--- config.mk ---
export PLATFORM = sky130hd
export DESIGN_NAME = vme_reg_decoder
export DESIGN_NICKNAME = d
export VERILOG_FILES = /design/src/rtl/vme_reg_decoder_pkg.sv /design/src/rtl/vme_in_sync.sv /design/src/rtl/vme_addr_decode.sv /design/src/rtl/vme_cycle_fsm.sv /design/src/rtl/vme_strobe_gen.sv /design/src/rtl/vme_reg_decoder.sv
export SDC_FILE = /design/constraint.sdc
export NUM_CORES = 1
export LEC_CHECK = 0
export CAP_MARGIN = 30
export CORE_MARGIN = 1
export CORE_UTILIZATION = 56
export CTS_CLUSTER_SIZE = 28
export DETAILED_ROUTE_END_ITERATION = 10
export DONT_BUFFER_PORTS = 1
export PLACE_DENSITY = 0.74
export SYNTH_ARGS = -nofsm -noshare
export SYNTH_HDL_FRONTEND = slang
export SYNTH_SLANG_ARGS = --single-unit
--- constraint.sdc ---
create_clock -name clk -period 1.8 [get_ports clk]
set_clock_uncertainty 0.1 [all_clocks]
set_input_delay 0.36 -clock clk [delete_from_list [all_inputs] [get_ports clk]]
set_output_delay 0.36 -clock clk [all_outputs]
set_load 0.05 [all_outputs]
--- src/rtl/vme_reg_decoder_pkg.sv ---
package vme_reg_decoder_pkg;

   typedef enum logic [2:0] {
      CYC_NONE   = 3'd0,
      CYC_CTRL   = 3'd1,
      CYC_THR    = 3'd2,
      CYC_CHRD   = 3'd3,
      CYC_MERGED = 3'd4,
      CYC_COUNT  = 3'd5
   } cyc_kind_e;

   typedef enum logic [1:0] {
      DSEL_IDLE   = 2'd0,
      DSEL_CHAN   = 2'd1,
      DSEL_MERGED = 2'd2,
      DSEL_COUNT  = 2'd3
   } dsel_e;

   localparam logic [5:0] AM_SINGLE = 6'h3D;
   localparam logic [5:0] AM_BLK_A  = 6'h3B;
   localparam logic [5:0] AM_BLK_B  = 6'h3F;

   localparam int CTL_FIFO_BIT = 9;
   localparam int CTL_THR_BIT  = 10;
   localparam int CTL_SCNT_BIT = 11;

   localparam logic [15:0] OFF_MERGED = 16'h0100;
   localparam logic [15:0] OFF_COUNT  = 16'h0101;

endpackage

--- src/rtl/vme_in_sync.sv ---
module vme_in_sync #(
   parameter int W      = 1,
   parameter int STAGES = 2
) (
   input  logic         clk,
   input  logic         rst_n,
   input  logic [W-1:0] d,
   output logic [W-1:0] q
);

   generate
      if (STAGES == 1) begin : g_single
         logic [W-1:0] r_q;
         always_ff @(posedge clk or negedge rst_n) begin
            if (!rst_n) r_q <= '0;
            else        r_q <= d;
         end
         assign q = r_q;
      end else begin : g_chain
         logic [W-1:0] pipe [STAGES];
         always_ff @(posedge clk or negedge rst_n) begin
            if (!rst_n) begin
               for (int k = 0; k < STAGES; k++) pipe[k] <= '0;
            end else begin
               pipe[0] <= d;
               for (int k = 1; k < STAGES; k++) pipe[k] <= pipe[k-1];
            end
         end
         assign q = pipe[STAGES-1];
      end
   endgenerate

endmodule

--- src/rtl/vme_addr_decode.sv ---
module vme_addr_decode
   import vme_reg_decoder_pkg::*;
#(
   parameter int ADDR_W   = 24,
   parameter int ID_W     = 8,
   parameter int NUM_CHAN = 32,
   parameter int CHAN_W   = 5
) (
   input  logic [ID_W-1:0]   module_id,
   input  logic [ADDR_W-1:0] addr,
   input  logic [5:0]        am,
   input  logic              wr,
   output cyc_kind_e         kind,
   output logic [CHAN_W-1:0] chan
);

   localparam int OFF_W = ADDR_W - ID_W;
   localparam int SEL_W = OFF_W - 8;

   logic [OFF_W-1:0] offset;
   logic [SEL_W-1:0] sel_field;
   logic [SEL_W-1:0] chan_m1;
   logic             id_hit;
   logic             am_single;
   logic             am_block;
   logic             chan_ok;

   assign offset    = addr[OFF_W-1:0];
   assign sel_field = offset[OFF_W-1:8];
   assign id_hit    = (addr[ADDR_W-1:OFF_W] == module_id);
   assign am_single = (am == AM_SINGLE);
   assign am_block  = (am == AM_BLK_A) || (am == AM_BLK_B);
   assign chan_ok   = (offset[7:0] == 8'h00) && (sel_field != '0) &&
                      (sel_field <= SEL_W'(NUM_CHAN));
   assign chan_m1   = sel_field - SEL_W'(1);
   assign chan      = chan_m1[CHAN_W-1:0];

   generate
      if (SEL_W > CHAN_W) begin : g_chan_spare
         logic unused_chan_hi;
         assign unused_chan_hi = ^chan_m1[SEL_W-1:CHAN_W];
      end
   endgenerate

   always_comb begin
      kind = CYC_NONE;
      if (id_hit) begin
         if (am_single && wr && offset == '0)
            kind = CYC_CTRL;
         else if (am_single && chan_ok)
            kind = wr ? CYC_THR : CYC_CHRD;
         else if (am_block && !wr && offset == OFF_W'(OFF_MERGED))
            kind = CYC_MERGED;
         else if (am_block && !wr && offset == OFF_W'(OFF_COUNT))
            kind = CYC_COUNT;
      end
   end

endmodule

--- src/rtl/vme_cycle_fsm.sv ---
module vme_cycle_fsm
   import vme_reg_decoder_pkg::*;
#(
   parameter int CHAN_W    = 5,
   parameter int ACK_DELAY = 2
) (
   input  logic              clk,
   input  logic              rst_n,
   input  logic              as_s,
   input  logic              ds_s,
   input  cyc_kind_e         kind_in,
   input  logic [CHAN_W-1:0] chan_in,
   output cyc_kind_e         kind_q,
   output logic [CHAN_W-1:0] chan_q,
   output logic              addr_phase,
   output logic              dstart,
   output logic              dtack_n
);

   localparam int DLY_W = $clog2(ACK_DELAY + 1);

   typedef enum logic [1:0] {ST_IDLE, ST_ADDR, ST_WAIT, ST_ACK} st_e;

   st_e              state;
   logic             as_q;
   logic             ds_q;
   logic [DLY_W-1:0] dly;

   always_ff @(posedge clk or negedge rst_n) begin
      if (!rst_n) begin
         state      <= ST_IDLE;
         as_q       <= 1'b0;
         ds_q       <= 1'b0;
         dly        <= '0;
         kind_q     <= CYC_NONE;
         chan_q     <= '0;
         addr_phase <= 1'b0;
         dstart     <= 1'b0;
         dtack_n    <= 1'b1;
      end else begin
         as_q       <= as_s;
         ds_q       <= ds_s;
         addr_phase <= 1'b0;
         dstart     <= 1'b0;
         if (as_s && !as_q) begin
            kind_q     <= kind_in;
            chan_q     <= chan_in;
            addr_phase <= 1'b1;
            dtack_n    <= 1'b1;
            state      <= ST_ADDR;
         end else begin
            unique case (state)
               ST_IDLE: ;
               ST_ADDR: begin
                  if (!as_s) state <= ST_IDLE;
                  else if (ds_s && !ds_q && kind_q != CYC_NONE) begin
                     dstart <= 1'b1;
                     dly    <= '0;
                     state  <= ST_WAIT;
                  end
               end
               ST_WAIT: begin
                  if (!ds_s || !as_s) state <= ST_ADDR;
                  else if (dly == DLY_W'(ACK_DELAY - 1)) begin
                     dtack_n <= 1'b0;
                     state   <= ST_ACK;
                  end else dly <= dly + DLY_W'(1);
               end
               ST_ACK: begin
                  if (!ds_s || !as_s) begin
                     dtack_n <= 1'b1;
                     state   <= ST_ADDR;
                  end
               end
               default: state <= ST_IDLE;
            endcase
         end
      end
   end

endmodule

--- src/rtl/vme_strobe_gen.sv ---
module vme_strobe_gen
   import vme_reg_decoder_pkg::*;
#(
   parameter int NUM_CHAN   = 32,
   parameter int CHAN_W     = 5,
   parameter int CTRL_W     = 12,
   parameter int SCNT_W     = 10,
   parameter int SCNT_RESET = 1020,
   parameter int WORDS_W    = 16
) (
   input  logic                clk,
   input  logic                rst_n,
   input  cyc_kind_e           kind_q,
   input  logic [CHAN_W-1:0]   chan_q,
   input  logic                addr_phase,
   input  logic                dstart,
   input  logic [CTRL_W-1:0]   data,
   output logic                fifo_clr,
   output logic                fifo_ready,
   output logic                thr_clr,
   output logic                scnt_ld,
   output logic [SCNT_W-1:0]   sample_count,
   output logic [NUM_CHAN-1:0] thr_we,
   output logic                pop,
   output logic [CHAN_W-1:0]   pop_chan,
   output logic [WORDS_W-1:0]  blt_words
);

   logic [CHAN_W-1:0] ptr;
   logic [CHAN_W-1:0] ptr_next;

   assign ptr_next = (ptr == CHAN_W'(NUM_CHAN - 1)) ? '0 : ptr + CHAN_W'(1);

   always_ff @(posedge clk or negedge rst_n) begin
      if (!rst_n) begin
         fifo_clr     <= 1'b0;
         fifo_ready   <= 1'b0;
         thr_clr      <= 1'b0;
         scnt_ld      <= 1'b0;
         sample_count <= SCNT_W'(SCNT_RESET);
         pop          <= 1'b0;
         pop_chan     <= '0;
         ptr          <= '0;
         blt_words    <= '0;
      end else begin
         fifo_clr <= 1'b0;
         thr_clr  <= 1'b0;
         scnt_ld  <= 1'b0;
         pop      <= 1'b0;
         if (addr_phase) begin
            ptr <= '0;
            if (kind_q == CYC_MERGED) blt_words <= '0;
         end
         if (dstart) begin
            unique case (kind_q)
               CYC_CTRL: begin
                  fifo_clr <= data[CTL_FIFO_BIT];
                  thr_clr  <= data[CTL_THR_BIT];
                  scnt_ld  <= data[CTL_SCNT_BIT];
                  if (data[CTL_SCNT_BIT]) sample_count <= data[SCNT_W-1:0];
                  if (data[CTL_FIFO_BIT]) fifo_ready <= 1'b1;
               end
               CYC_CHRD: begin
                  pop      <= 1'b1;
                  pop_chan <= chan_q;
               end
               CYC_MERGED: begin
                  pop      <= 1'b1;
                  pop_chan <= ptr;
                  ptr      <= ptr_next;
                  if (blt_words != '1) blt_words <= blt_words + WORDS_W'(1);
               end
               default: ;
            endcase
         end
      end
   end

   generate
      for (genvar g = 0; g < NUM_CHAN; g++) begin : g_thr
         always_ff @(posedge clk or negedge rst_n) begin
            if (!rst_n) thr_we[g] <= 1'b0;
            else        thr_we[g] <= dstart && (kind_q == CYC_THR) &&
                                     (chan_q == CHAN_W'(g));
         end
      end
   endgenerate

endmodule

--- src/rtl/vme_reg_decoder.sv ---
module vme_reg_decoder
   import vme_reg_decoder_pkg::*;
#(
   parameter int ADDR_W      = 24,
   parameter int DATA_W      = 16,
   parameter int ID_W        = 8,
   parameter int NUM_CHAN    = 32,
   parameter int SCNT_W      = 10,
   parameter int SCNT_RESET  = 1020,
   parameter int WORDS_W     = 16,
   parameter int SYNC_STAGES = 2,
   parameter int ACK_DELAY   = 2,
   localparam int CHAN_W     = $clog2(NUM_CHAN)
) (
   input  logic                clk,
   input  logic                rst_n,
   input  logic [ID_W-1:0]     module_id,
   input  logic                vme_as_n,
   input  logic                vme_ds_n,
   input  logic                vme_write_n,
   input  logic [5:0]          vme_am,
   input  logic [ADDR_W-1:0]   vme_addr,
   input  logic [DATA_W-1:0]   vme_data,
   output logic                vme_dtack_n,
   output logic [1:0]          dsel,
   output logic                fifo_clr,
   output logic                fifo_ready,
   output logic                thr_clr,
   output logic                scnt_ld,
   output logic [SCNT_W-1:0]   sample_count,
   output logic [NUM_CHAN-1:0] thr_we,
   output logic                pop,
   output logic [CHAN_W-1:0]   pop_chan,
   output logic [WORDS_W-1:0]  blt_words
);

   localparam int CTRL_W = CTL_SCNT_BIT + 1;
   localparam int BUS_W  = 3 + 6 + ADDR_W + CTRL_W;

   generate
      if (NUM_CHAN < 2)                 begin : g_bad_chan  $error("NUM_CHAN below 2");            end
      if (ADDR_W - ID_W <= 8)           begin : g_bad_addr  $error("offset field too narrow");     end
      if (NUM_CHAN >= (1 << (ADDR_W - ID_W - 8)))
                                        begin : g_bad_sel   $error("channel field too narrow");   end
      if (DATA_W <= CTRL_W)             begin : g_bad_data  $error("data bus too narrow");        end
      if (SCNT_W > CTRL_W)              begin : g_bad_scnt  $error("sample count too wide");      end
      if (SCNT_RESET >= (1 << SCNT_W))  begin : g_bad_rst   $error("sample count reset too big"); end
      if (SYNC_STAGES < 1)              begin : g_bad_sync  $error("SYNC_STAGES below 1");         end
      if (ACK_DELAY < 1)                begin : g_bad_dly   $error("ACK_DELAY below 1");           end
   endgenerate

   logic [BUS_W-1:0]  sync_in;
   logic [BUS_W-1:0]  sync_out;
   logic              as_s;
   logic              ds_s;
   logic              wr_s;
   logic [5:0]        am_s;
   logic [ADDR_W-1:0] addr_s;
   logic [CTRL_W-1:0] data_s;
   logic              unused_data_hi;

   assign sync_in = {~vme_as_n, ~vme_ds_n, ~vme_write_n, vme_am, vme_addr,
                     vme_data[CTRL_W-1:0]};
   assign {as_s, ds_s, wr_s, am_s, addr_s, data_s} = sync_out;
   assign unused_data_hi = ^vme_data[DATA_W-1:CTRL_W];

   vme_in_sync #(.W(BUS_W), .STAGES(SYNC_STAGES)) u_sync (
      .clk  (clk),
      .rst_n(rst_n),
      .d    (sync_in),
      .q    (sync_out)
   );

   cyc_kind_e         kind_dec;
   logic [CHAN_W-1:0] chan_dec;

   vme_addr_decode #(
      .ADDR_W(ADDR_W), .ID_W(ID_W), .NUM_CHAN(NUM_CHAN), .CHAN_W(CHAN_W)
   ) u_dec (
      .module_id(module_id),
      .addr     (addr_s),
      .am       (am_s),
      .wr       (wr_s),
      .kind     (kind_dec),
      .chan     (chan_dec)
   );

   cyc_kind_e         kind_q;
   logic [CHAN_W-1:0] chan_q;
   logic              addr_phase;
   logic              dstart;
   logic              hit;

   vme_cycle_fsm #(.CHAN_W(CHAN_W), .ACK_DELAY(ACK_DELAY)) u_fsm (
      .clk       (clk),
      .rst_n     (rst_n),
      .as_s      (as_s),
      .ds_s      (ds_s),
      .kind_in   (kind_dec),
      .chan_in   (chan_dec),
      .kind_q    (kind_q),
      .chan_q    (chan_q),
      .addr_phase(addr_phase),
      .dstart    (dstart),
      .dtack_n   (vme_dtack_n)
   );

   assign hit = (kind_q != CYC_NONE);

   vme_strobe_gen #(
      .NUM_CHAN(NUM_CHAN), .CHAN_W(CHAN_W), .CTRL_W(CTRL_W), .SCNT_W(SCNT_W),
      .SCNT_RESET(SCNT_RESET), .WORDS_W(WORDS_W)
   ) u_stb (
      .clk         (clk),
      .rst_n       (rst_n),
      .kind_q      (kind_q),
      .chan_q      (chan_q),
      .addr_phase  (addr_phase),
      .dstart      (dstart),
      .data        (data_s),
      .fifo_clr    (fifo_clr),
      .fifo_ready  (fifo_ready),
      .thr_clr     (thr_clr),
      .scnt_ld     (scnt_ld),
      .sample_count(sample_count),
      .thr_we      (thr_we),
      .pop         (pop),
      .pop_chan    (pop_chan),
      .blt_words   (blt_words)
   );

   dsel_e dsel_v;

   always_comb begin
      unique case (kind_q)
         CYC_CHRD:   dsel_v = DSEL_CHAN;
         CYC_MERGED: dsel_v = DSEL_MERGED;
         CYC_COUNT:  dsel_v = DSEL_COUNT;
         default:    dsel_v = DSEL_IDLE;
      endcase
   end
   assign dsel = dsel_v;

endmodule

==> summary.md, run 1 <==
| Metric | Value |
|---|---|
| DRT antenna net count | `0` |
| Setup-failing EPs final | `between 50 and 60` |
| Height of the die | `between 100 and 150 um` |
| Row cnt | `38` |
| Clock Tree Buf Depth | `2` |
| Vias | `around 4,000` |
| Most Used Layer, Global Route | `met2` |
| Final period utilization | `1.14` |
| Status | `finished with violations` |
| DRT Pass-1 Iters | `4` |
| Post-synth top area cell | `dfrtp_1` |
| Die area | `roughly 0.012 mm^2` |
| Failing checks | `negative hold slack, negative setup slack` |
| Max Cap Violations | `0` |
| DIE WIDTH | `roughly 110 um` |
| Setup TNS | `-4310 ps` |
| Final hold slack | `-590 ps` |
| Syn avg cell area | `around 13 um^2` |
| Grt met3 use | `0.0666` |
| Slowest CP cell | `dfrtp_1` |
| CTS Root Buffer Type | `clkbuf_8` |
| Routability cong. | `roughly 0.89` |
| Slew Limit Fails | `0` |
| GR Layer Usage met1 | `0.267` |
| Vias in the first global route | `4,078` |
| Global Route met2 Usage | `0.385` |
| Static leakage | `3.82 nW` |
| Crit path launch type | `flop` |
| Netlist Area Pre-Place | `between 0.006 and 0.007 mm^2` |
| Ys flop type | `dfrtp_1` |
| Hold WC Path Type | `input pin to asynchronous set/reset pin` |
| RSZ-0062 raised after global routing | `yes` |
| Largest fanout on the critical path | `3` |
| Max-slew headroom | `0.645` |
| CTS tree | `yes` |
| Area of the multi-input gates | `a little over 0.002 mm^2` |
| N_diodes | `0` |
| Layout net count | `roughly 650` |
| Asr flop ratio synth | `1.00` |
| Detailed Route WL | `12,800 um` |
| CP Data Required Time | `around 1300 ps` |
| Post-DR wirelength/cell | `~17 um` |
| Initial Util | `0.576` |
| Max incr delay on CP | `approximately 400 ps` |
| DRC viols | `0` |
| First-pass GRT wire length | `around 20,000 um` |
| Syn_nets | `around 540` |
| Worst Setup Slack, final | `-251 ps` |
| Post-detail-place hpwl | `~7200 um` |
| # port buffers | `0` |
| Yosys cell types | `53` |
| Clk_lat worst skew | `approximately 540 ps` |
| Area contributors post-synth | `dfrtp_1 68%, dfstp_2 3.8%, nor2_1 2.9%` |
| Initial antenna violation count | `0` |
| H-Tree Depth | `4` |
| Area Overhead vs Synth | `35.0%` |
| Sequential share of the synthesized area | `0.720` |
| DR vias/cell | `roughly 5.4` |
| Fin crit period | `~2100 ps` |
| Placed cell areas | `a little under 0.007 mm^2` |
| Peak VDD IR | `between 900 and 1000 uV` |
| Crit path DAT | `1590 ps` |
| Critical path class | `flop to primary output` |
| Layout cell share with drive strength beyond 1 | `0.339` |
| Gate Count Post-Synth | `roughly 470` |
| CTS Buf Count | `17` |
| Yosys Warn Count | `0` |
| Pin count of the biggest net entering global routing | `181` |
| Post-synth EDFFs | `0` |
| Core area | `approximately 0.011 mm^2` |
| GRT overflow | `0` |
| Final hold vios | `180` |
| Cts hold-fix bufs | `45` |
| Pwr/cell area | `between 1000 and 1500 mW/mm^2` |
| Crit path cell chain | `buf_6, nor2b_2, o21a_2, buf_12` |
| Overall power | `8.55 mW` |
| Sink Count | `between 150 and 200` |
| Largest delay share family, worst path | `flip-flops` |
| Filler cells | `608` |
| Fmax | `just under 500 MHz` |
| Top-area cell type share of the netlist area | `0.682` |
| Post-synthesis register bit count | `180` |
| GRT Overall Usage | `0.228` |
| Io pins | `130` |
| Sequential cell area | `between 0.004 and 0.005 mm^2` |
| Clock Pin Slew Worst Setup and Hold Paths | `approximately 70 ps` |
| Initial DRC Count | `210` |
| Crit. End Element | `primary output` |
| Tightest Pin Transition | `532 ps` |
| Critical path buffers and inverters | `2` |
| Final std cell area, no fill | `between 0.008 and 0.009 mm^2` |
[cell type report]
cell class,instances,area share
Tap cell,140,0.0207
Clock inverter,14,0.0262
Timing Repair Buffer,104,0.117
Inverter,13,0.00576
Multi-Input combinational cell,267,0.244
Clock buffer,18,0.0505
Sequential cell,180,0.536
[state kept, by name (all words and copies together) (netlist names), 2 cells and up]
name / count
u_sync.g_chain.pipe: 45
u_sync.q: 45
u_stb.thr_we: 32
u_stb.blt_words: 16
u_stb.sample_count: 10
u_fsm.chan_q: 5
u_stb.pop_chan: 5
u_stb.ptr: 5
u_fsm.kind_q: 3
u_fsm.dly: 2
u_fsm.state: 2
[Yosys cell counts (all sizes together) (2+ instances only)]
cell	n
nor2b	3
a31oi	2
o31ai	3
inv	13
nand3	19
nand2b	6
o211ai	3
o21ai	26
dfrtp	171
buf	7
ha	7
nor2	50
nand2	36
nor3	11
and3	5
mux2	12
xor2	12
clkbuf	5
a21oi	8
mux2i	8
xnor2	7
nor4	3
or3	3
or2	3
nor3b	4
and2	6
dfstp	9
nand4	10
and4	3
[cells in the final DEF (no fill, tap or decap), types with 7 or more instances in the layout]
cell type and instances:
nor2_2 16, o21ai_1 9, o21ai_0 16, nor2_1 25, nor3_1 7, nor2_4 9, dfrtp_1 155, inv_1 13
nand2_4 8, dfstp_2 9, dlygate4sd3_1 45, xnor2_1 7, nand2_1 26, buf_4 45, clkbuf_16 18, mux2_2 11
xor2_1 12, buf_6 9, nand4_1 10, nand3_1 12, dfrtp_2 16, a21oi_1 7, mux2i_1 8
[cells by family after synthesis]
kind of cell / count (synthesis) / share of synthesized area
muxes: 20 / 0.0343
AOI/OAI and AO/OA: 52 / 0.0501
and+or+nand+nor: 169 / 0.139
DFF: 180 / 0.720
xor gates and xnor gates: 19 / 0.0265
adders and majority gates: 7 / 0.0140
buffers and inverters: 25 / 0.0162
[where the power goes]
part	switching [mW]	internal, mW	leakage, nW
Combinational	0.138	0.125	1.27
Clock	1.55	2.45	0.314
Sequential	0.110	4.18	2.23
Total	1.80	6.75	3.82
[metrics by stage]
step | setup WS [ps] | hold WS (ps) | cells | util
finish | -251 | -590 | 736 | 0.778
global placement | 9.09 | -31.5 | 643 | 0.623
floorplan | -159 | -35.6 | 472 | -
detailed placement | -19.2 | -32.4 | 643 | 0.623
global route | -303 | -614 | 736 | 0.778
CTS | -263 | -605 | 729 | 0.738
[routing by layer]
metal	up-vias	routed length [um]
li1	1829	-
met5	-	0
met4	0	264
met1	2020	4990
met3	28	671
met2	120	6830
[worst reg2reg max path, stage by stage (launching register included)]
cell and delay (ps):
dfrtp_1 400, buf_6 130, buf_4 120, buf_6 120, and4bb_4 450, nand2_8 110
or3_1 370, o21ai_1 90
[path summary, 6_finish.rpt]
path	startpoint	slack, ps	cells after the start	to
max in group asynchronous	rst_n	1870	0	u_fsm.dtack_n
hold / removal	rst_n	-590	0	u_stb.thr_we[0]
min in group clk	module_id[0]	90	3	u_fsm.kind_q[1]
setup / recovery	u_fsm.kind_q[1]	-250	4	dsel[0]
hold reg to reg	u_sync.g_chain.pipe[63]	250	0	u_sync.q[18]
setup reg to reg	u_fsm.kind_q[1]	-160	7	u_stb.blt_words[3]
[repair_timing]
action,CTS,global route
setup buffers,9,6
pin swaps,12,43
gates resized for setup,18,93
hold endpoints to repair,225,180
gates cloned,0,2
endpoints found under the setup margin,17,66
(Power assumes the default switching activity.)
==> inputs of run 2 (changes only) <==
--- a/config.mk
+++ b/config.mk
@@ -5,6 +5,7 @@
 export SDC_FILE = /design/constraint.sdc
 export NUM_CORES = 1
 export LEC_CHECK = 0
+export ABC_AREA = 1
 export CAP_MARGIN = 30
 export CORE_MARGIN = 1
 export CORE_UTILIZATION = 56
==> run 2 against run 1 <==
Against the previous run:
- the run still ends with negative hold slack, negative setup slack left
- hold slack improved by 130 ps
- final cell count up 19%
- first-iteration DRC count grew 47%
- sequential cell count stayed put
- maximum frequency is 13% higher
- count of clock-buffer cells in the layout is 1 higher
- critical endpoint unchanged
- largest power group unchanged
==> summary.md, run 2 <==
| Metric | Value |
|---|---|
| Status | `finished with violations` |
| Failing checks | `negative hold slack, negative setup slack` |
| Crit. End Element | `primary output` |
| CTS tree | `yes` |
| Post-synthesis register bit count | `180` |
| Reg power frac | `0.510` |
| CTS Root Buffer Type | `clkbuf_16` |
| Final period utilization | `1.01` |
| Initial antenna violation count | `0` |
| Commonest cells post-synth | `171 x dfrtp_1, 155 x nand2_1, 84 x nor2_1` |
| Asr flop ratio synth | `1.00` |
| Detailed Route WL | `around 12,000 um` |
| Clock Power Share | `0.442` |
| Filler cells | `807` |
| Static leakage | `4.02 nW` |
| Routability cong. | `about 0.83` |
| DRT antenna net count | `0` |
| Sequential share of the synthesized area | `0.689` |
| Slew Limit Fails | `0` |
| Die area | `0.0121 mm^2` |
| R2r setup slk | `about 80 ps` |
| Critical path class | `flop to primary output` |
| DIE WIDTH | `about 110 um` |
| Final hold vios | `180` |
| Top-area cell type share of the netlist area | `0.653` |
| RSZ-0062 raised after global routing | `yes` |
| Routed length on met1 | `~5200 um` |
| Pin count of the biggest net entering global routing | `~180` |
| CTS Buf Count | `17` |
| Worst Setup Slack, final | `-21.9 ps` |
| Yosys cell types | `34` |
| Tightest Pin Transition | `between 500 and 600 ps` |
| Row cnt | `39` |
| Max incr delay on CP | `~440 ps` |
| Placed cell areas | `roughly 0.0069 mm^2` |
| GRT Overall Usage | `0.214` |
| Net Sw Power | `between 1.5 and 2 mW` |
| Initial Util | `0.574` |
| Post-DR wirelength/cell | `14.0 um` |
| WL met3 | `about 670 um` |
| Sink Count | `between 150 and 200` |
| Area contributors post-synth | `dfrtp_1 65%, nand2_1 8.9%, nor2_1 4.8%` |
| H-Tree Depth | `4` |
| GRT overflow | `0` |
| Internal power | `6.66 mW` |
| Height of the die | `~110 um` |
| Overall power | `between 8 and 9 mW` |
| Cts hold-fix bufs | `45` |
| Simple-Gate Fraction of Synth Area | `0.194` |
| Area Overhead vs Synth | `25.2%` |
| Initial DRC Count | `approximately 300` |
| Ys flop type | `dfrtp_1` |
| Critical path buffers and inverters | `2` |
| Netlist Area Pre-Place | `~0.0066 mm^2` |
| Vias in the first global route | `4,229` |
| XOR/XNOR share of the synthesized area | `0.0160` |
| Count leader, synth | `dfrtp_1` |
| Layout net count | `roughly 790` |
| Post-synth top area cell | `dfrtp_1` |
| Mux contribution to synthesized area | `0` |
| Synth Area in Adders | `0.0134` |
| Combinational share of power | `0.048` |
| Vias | `about 4,400` |
| DRT Pass-1 Iters | `4` |
| Routed length on met2 | `6200 um` |
| Core area | `between 0.01 and 0.015 mm^2` |
| Gate Count Post-Synth | `roughly 620` |
| Largest fanout on the critical path | `5` |
| Fin crit period | `about 1800 ps` |
| Slowest CP cell | `dfrtp_2` |
| Crit path launch type | `flop` |
| Crit path DAT | `between 1000 and 1500 ps` |
| DR vias/cell | `around 5` |
| Setup-failing EPs final | `1` |
| Commonest non-fill, non-tap cell in the layout | `dfrtp_1` |
| Post-detail-place hpwl | `about 7500 um` |
| First-pass GRT wire length | `about 19,000 um` |
| Crit path cell chain | `inv_2, nand2_4, o21ai_4, buf_6` |
| Post-layout util | `0.719` |
| Post-synth EDFFs | `0` |
| Clock Tree Buf Depth | `2` |
| Max Cap Violations | `0` |
| Pwr/cell area | `between 1000 and 1500 mW/mm^2` |
| CP Data Required Time | `1340 ps` |
| Peak VDD IR | `between 1000 and 1500 uV` |
| # port buffers | `0` |
| Largest family of logic cells by synthesized area | `simple AND/OR/NAND/NOR gates` |
| Io pins | `130` |
| Clk_lat worst skew | `approximately 420 ps` |
| Max-slew headroom | `0.662` |
| Synth Area in Compound Gates | `0.0412` |
| Syn_nets | `between 600 and 700` |
| Layout cell share with drive strength beyond 1 | `0.171` |
| DR top layer | `met4` |
| Final hold slack | `-463 ps` |
| Fmax | `between 500 and 600 MHz` |
| Largest delay share family, worst path | `flip-flops` |
| Syn avg cell area | `about 11 um^2` |
| Yosys Warn Count | `0` |
| N_diodes | `0` |
| Net Sw Frac | `0.224` |
| Final std cell area, no fill | `roughly 0.008 mm^2` |
| DRC viols | `0` |
| Most frequent cells in the layout | `158 x dfrtp_1, 153 x nand2_1, 82 x nor2_1` |
| Hold WC Path Type | `input pin to asynchronous set/reset pin` |
| Clock Pin Slew Worst Setup and Hold Paths | `approximately 60 ps` |
## run 2: cell families (layout without fill, tap and decap cells)
family                   count (synthesis)  after routing
AO/OA/AOI/OAI                           48             48
AND/OR/NAND/NOR                        301            301
flip-flops                             180            180
XOR/XNOR                                12             12
buffers and inverters                   76            185
adder cells (fa/ha/maj)                  7              7
## run 2: worst paths after layout
kind / start / end / depth (start not counted)
worst max-delay path: u_fsm.kind_q[1] / dsel[0] / 4
worst min-delay path: rst_n / u_stb.thr_we[2] / 0
worst max register to register: u_fsm.kind_q[1] / u_stb.blt_words[6] / 9
worst min register to register: u_sync.g_chain.pipe[56] / u_sync.q[11] / 0
max in group asynchronous: rst_n / u_stb.sample_count[7] / 0
min in group clk: module_id[1] / u_fsm.kind_q[2] / 6
## run 2: layout make-up
class,count,area [um^2],area share
Clock buffer,19,443,0.0539
Clock inverter,13,174,0.0212
Sequential cell,180,4530,0.552
Multi-Input combinational cell,368,1830,0.223
Tap cell,143,179,0.0218
Inverter,67,251,0.0306
Timing Repair Buffer,86,802,0.0977
## run 2: through the flow
step / setup TNS, ps / setup WS (ps) / cells
finish: -21.9 / -21.9 / 876
global route: -164 / -67.0 / 876
CTS: -76.6 / -23.4 / 867
detailed placement: 0 / 71.6 / 787
global placement: 0 / 104 / 787
floorplan: -96.6 / -33.5 / 624
## run 2: layer usage
layer,vias to the layer above,track usage
li1,2141,-
met1,2117,0.257
met2,116,0.363
met3,18,0.0576
met4,0,0.0940
met5,-,0
## run 2: timing repair
item                       in CTS  in global routing
resized for setup               7                 24
hold endpoints to repair      225                180
cloned                          0                  1
buffers inserted                3                  8
pin swaps                       2                  5
setup endpoints to repair       2                 20
## run 2: power groups by stage
| stage | sequential [mW] | combinational (mW) | clock [mW] |
|---|---|---|---|
| after detailed placement | 4.45 | 0.327 | 0 |
| after global placement | 4.44 | 0.306 | 0 |
| after global routing | 4.40 | 0.475 | 4.03 |
| after CTS | 4.38 | 0.408 | 3.84 |
| after floorplan | 4.42 | 0.259 | 0 |
| final | 4.38 | 0.409 | 3.79 |
==> inputs of run 3 (changes only) <==
--- a/config.mk
+++ b/config.mk
@@ -12,7 +12,7 @@
 export CTS_CLUSTER_SIZE = 28
 export DETAILED_ROUTE_END_ITERATION = 10
 export DONT_BUFFER_PORTS = 1
-export PLACE_DENSITY = 0.74
+export PLACE_DENSITY_LB_ADDON = 0.08
 export SYNTH_ARGS = -nofsm -noshare
 export SYNTH_HDL_FRONTEND = slang
 export SYNTH_SLANG_ARGS = --single-unit
==> run 3 against run 2 <==
Against the previous run:
- the flow finishes with violations (negative hold slack)
- non-clock buffer count is 10 higher
- first-iteration DRC count down 14%
- combinational power fell by 2%
- register-to-register slack hardly changed
- cell area grew 0.56%
- final cell count grew 1.1%
- sequential cell count did not move
- largest cell class unchanged
- global-route usage up 0.48 points
- sequential power hardly changed
- utilization increased by 0.41 points
==> summary.md, run 3 (synthesis gave the netlist of run 2 again) <==
| Metric | Value |
|---|---|
| CP Data Required Time | `around 1300 ps` |
| Crit path cell chain | `inv_2, nand2_4, o21ai_4, buf_6` |
| N_diodes | `0` |
| CTS tree | `yes` |
| Detailed Route WL | `between 10,000 and 15,000 um` |
| DR vias/cell | `4.97` |
| Setup TNS | `0 ps` |
| Placed cell areas | `about 0.007 mm^2` |
| Hold WC Path Type | `input pin to asynchronous set/reset pin` |
| Fin crit period | `around 1800 ps` |
| Post-detail-place hpwl | `between 7000 and 8000 um` |
| Final hold slack | `-464 ps` |
| Reg2Reg Depth | `9` |
| DRT antenna net count | `0` |
| Die area | `around 0.012 mm^2` |
| CTS Buf Count | `17` |
| FF-to-FF End | `u_stb.blt_words[5]` |
| Clk_lat worst skew | `420 ps` |
| Slew Limit Fails | `0` |
| DIE WIDTH | `between 100 and 150 um` |
| Status | `finished with violations` |
| Row cnt | `39` |
| Core area | `0.0114 mm^2` |
| Final period utilization | `0.995` |
| Failing checks | `negative hold slack` |
| Post-DR wirelength/cell | `13.9 um` |
| Critical path class | `flop to primary output` |
| Fmax | `558 MHz` |
| # port buffers | `0` |
| Layout cell share with drive strength beyond 1 | `0.179` |
| Clock Tree Buf Depth | `2` |
| CTS Root Buffer Type | `clkbuf_16` |
| Final std cell area, no fill | `around 0.0083 mm^2` |
| DRT Pass-1 Iters | `4` |
| Crit path DAT | `between 1000 and 1500 ps` |
| Max incr delay on CP | `440 ps` |
| Initial antenna violation count | `0` |
| Max-slew headroom | `0.658` |
| GRT Overall Usage | `0.219` |
| Io pins | `130` |
| R2r setup slk | `approximately 80 ps` |
| Overall power | `around 8.5 mW` |
| Crit path launch type | `flop` |
| Pwr/cell area | `around 1000 mW/mm^2` |
| DRC viols | `0` |
| Reg2reg start | `u_fsm.kind_q[1]` |
| GRT overflow | `0` |
| Static leakage | `between 4 and 5 nW` |
| First-pass GRT wire length | `19,600 um` |
| Vias | `about 4,400` |
| Initial Util | `0.574` |
| Routability cong. | `roughly 0.86` |
| Commonest non-fill, non-tap cell in the layout | `dfrtp_1` |
| Vias in the first global route | `4,209` |
| Height of the die | `approximately 110 um` |
| Clock Pin Slew Worst Setup and Hold Paths | `around 60 ps` |
| Worst Setup Slack, final | `approximately 8.8 ps` |
| Cts hold-fix bufs | `45` |
| Tightest Pin Transition | `513 ps` |
| H-Tree Depth | `4` |
| Peak VDD IR | `~970 uV` |
| Max Cap Violations | `0` |
| Sink Count | `180` |
| Largest fanout on the critical path | `4` |
| Most frequent cells in the layout | `158 x dfrtp_1, 152 x nand2_1, 82 x nor2_1` |
| Area Overhead vs Synth | `25.9%` |
| Pin count of the biggest net entering global routing | `around 180` |
| Final hold vios | `between 150 and 200` |
| Crit. End Element | `primary output` |
| RSZ-0062 raised after global routing | `yes` |
| Slowest CP cell | `dfrtp_2` |
| Layout net count | `around 800` |
| Initial DRC Count | `between 200 and 300` |
| Pre-CTS setup slack | `84.6 ps` |
| Setup-failing EPs final | `0` |
[run 3: cell count changes in the layout (fill, tap and decap cells not counted), sizes merged]
cell / change
buf: +10
clkinv: -2
inv: -2
clkdlybuf4s18: +1
bufinv: -1
clkbuf: +3
clkinvlp: +1
[run 3: worst max path at each step]
stage | start | to | slack, ps | cells after the start
6_report | u_fsm.kind_q[1] | dsel[0] | 9 | 4
5_1_grt | u_fsm.kind_q[1] | u_stb.blt_words[15] | -40 | 10
4_1_cts | u_fsm.kind_q[1] | dsel[0] | -40 | 4
3_5_place_dp | u_fsm.kind_q[1] | u_stb.blt_words[13] | 80 | 8
3_3_place_gp | u_stb.blt_words[1] | u_stb.blt_words[3] | 140 | 12
2_1_floorplan | u_stb.blt_words[0] | u_stb.blt_words[13] | -30 | 11
[run 3: cell type report]
class | instances | area (um^2)
multi-input cells | 368 | 1810
flip-flops and latches | 180 | 4530
clock inverters | 9 | 116
clock buffers | 23 | 488
well taps | 143 | 179
inverters | 67 | 260
repair buffers | 96 | 870
fillers | 808 | 3160
[run 3: worst max-delay path: cells and delay by family, from the launching register on]
family	cells	cell delay, ps
simple gates	1	60
compound gates	1	150
buf+inv	2	270
flops	1	440
[run 3: through the flow]
step | hold WS [ps] | util | std cells
after floorplan | -35.6 | - | 624
after global placement | -32.1 | 0.608 | 789
after detailed placement | -32.0 | 0.608 | 789
after CTS | -488 | 0.708 | 875
after global routing | -488 | 0.723 | 886
final | -464 | 0.723 | 886
[run 3: timing repair]
item | 4_1_cts | 5_1_grt
gates resized for setup | 9 | 22
buffers inserted | 9 | 10
hold endpoints to repair | 225 | 180
cloned | 0 | 1
endpoints found under the setup margin | 2 | 21
pin swaps | 3 | 8
[run 3: power breakdown]
part	leakage [nW]	switching [mW]	internal (mW)	total, mW
Combinational	1.49	0.218	0.184	0.402
Sequential	2.23	0.157	4.22	4.38
Clock	0.295	1.50	2.21	3.71
[run 3: per-layer routing]
layer,wire length (um),vias up,track usage
met3,540,12,0.0582
met4,159,0,0.0968
met2,6330,105,0.363
met1,5310,2125,0.270
met5,0,-,0
li1,-,2159,-
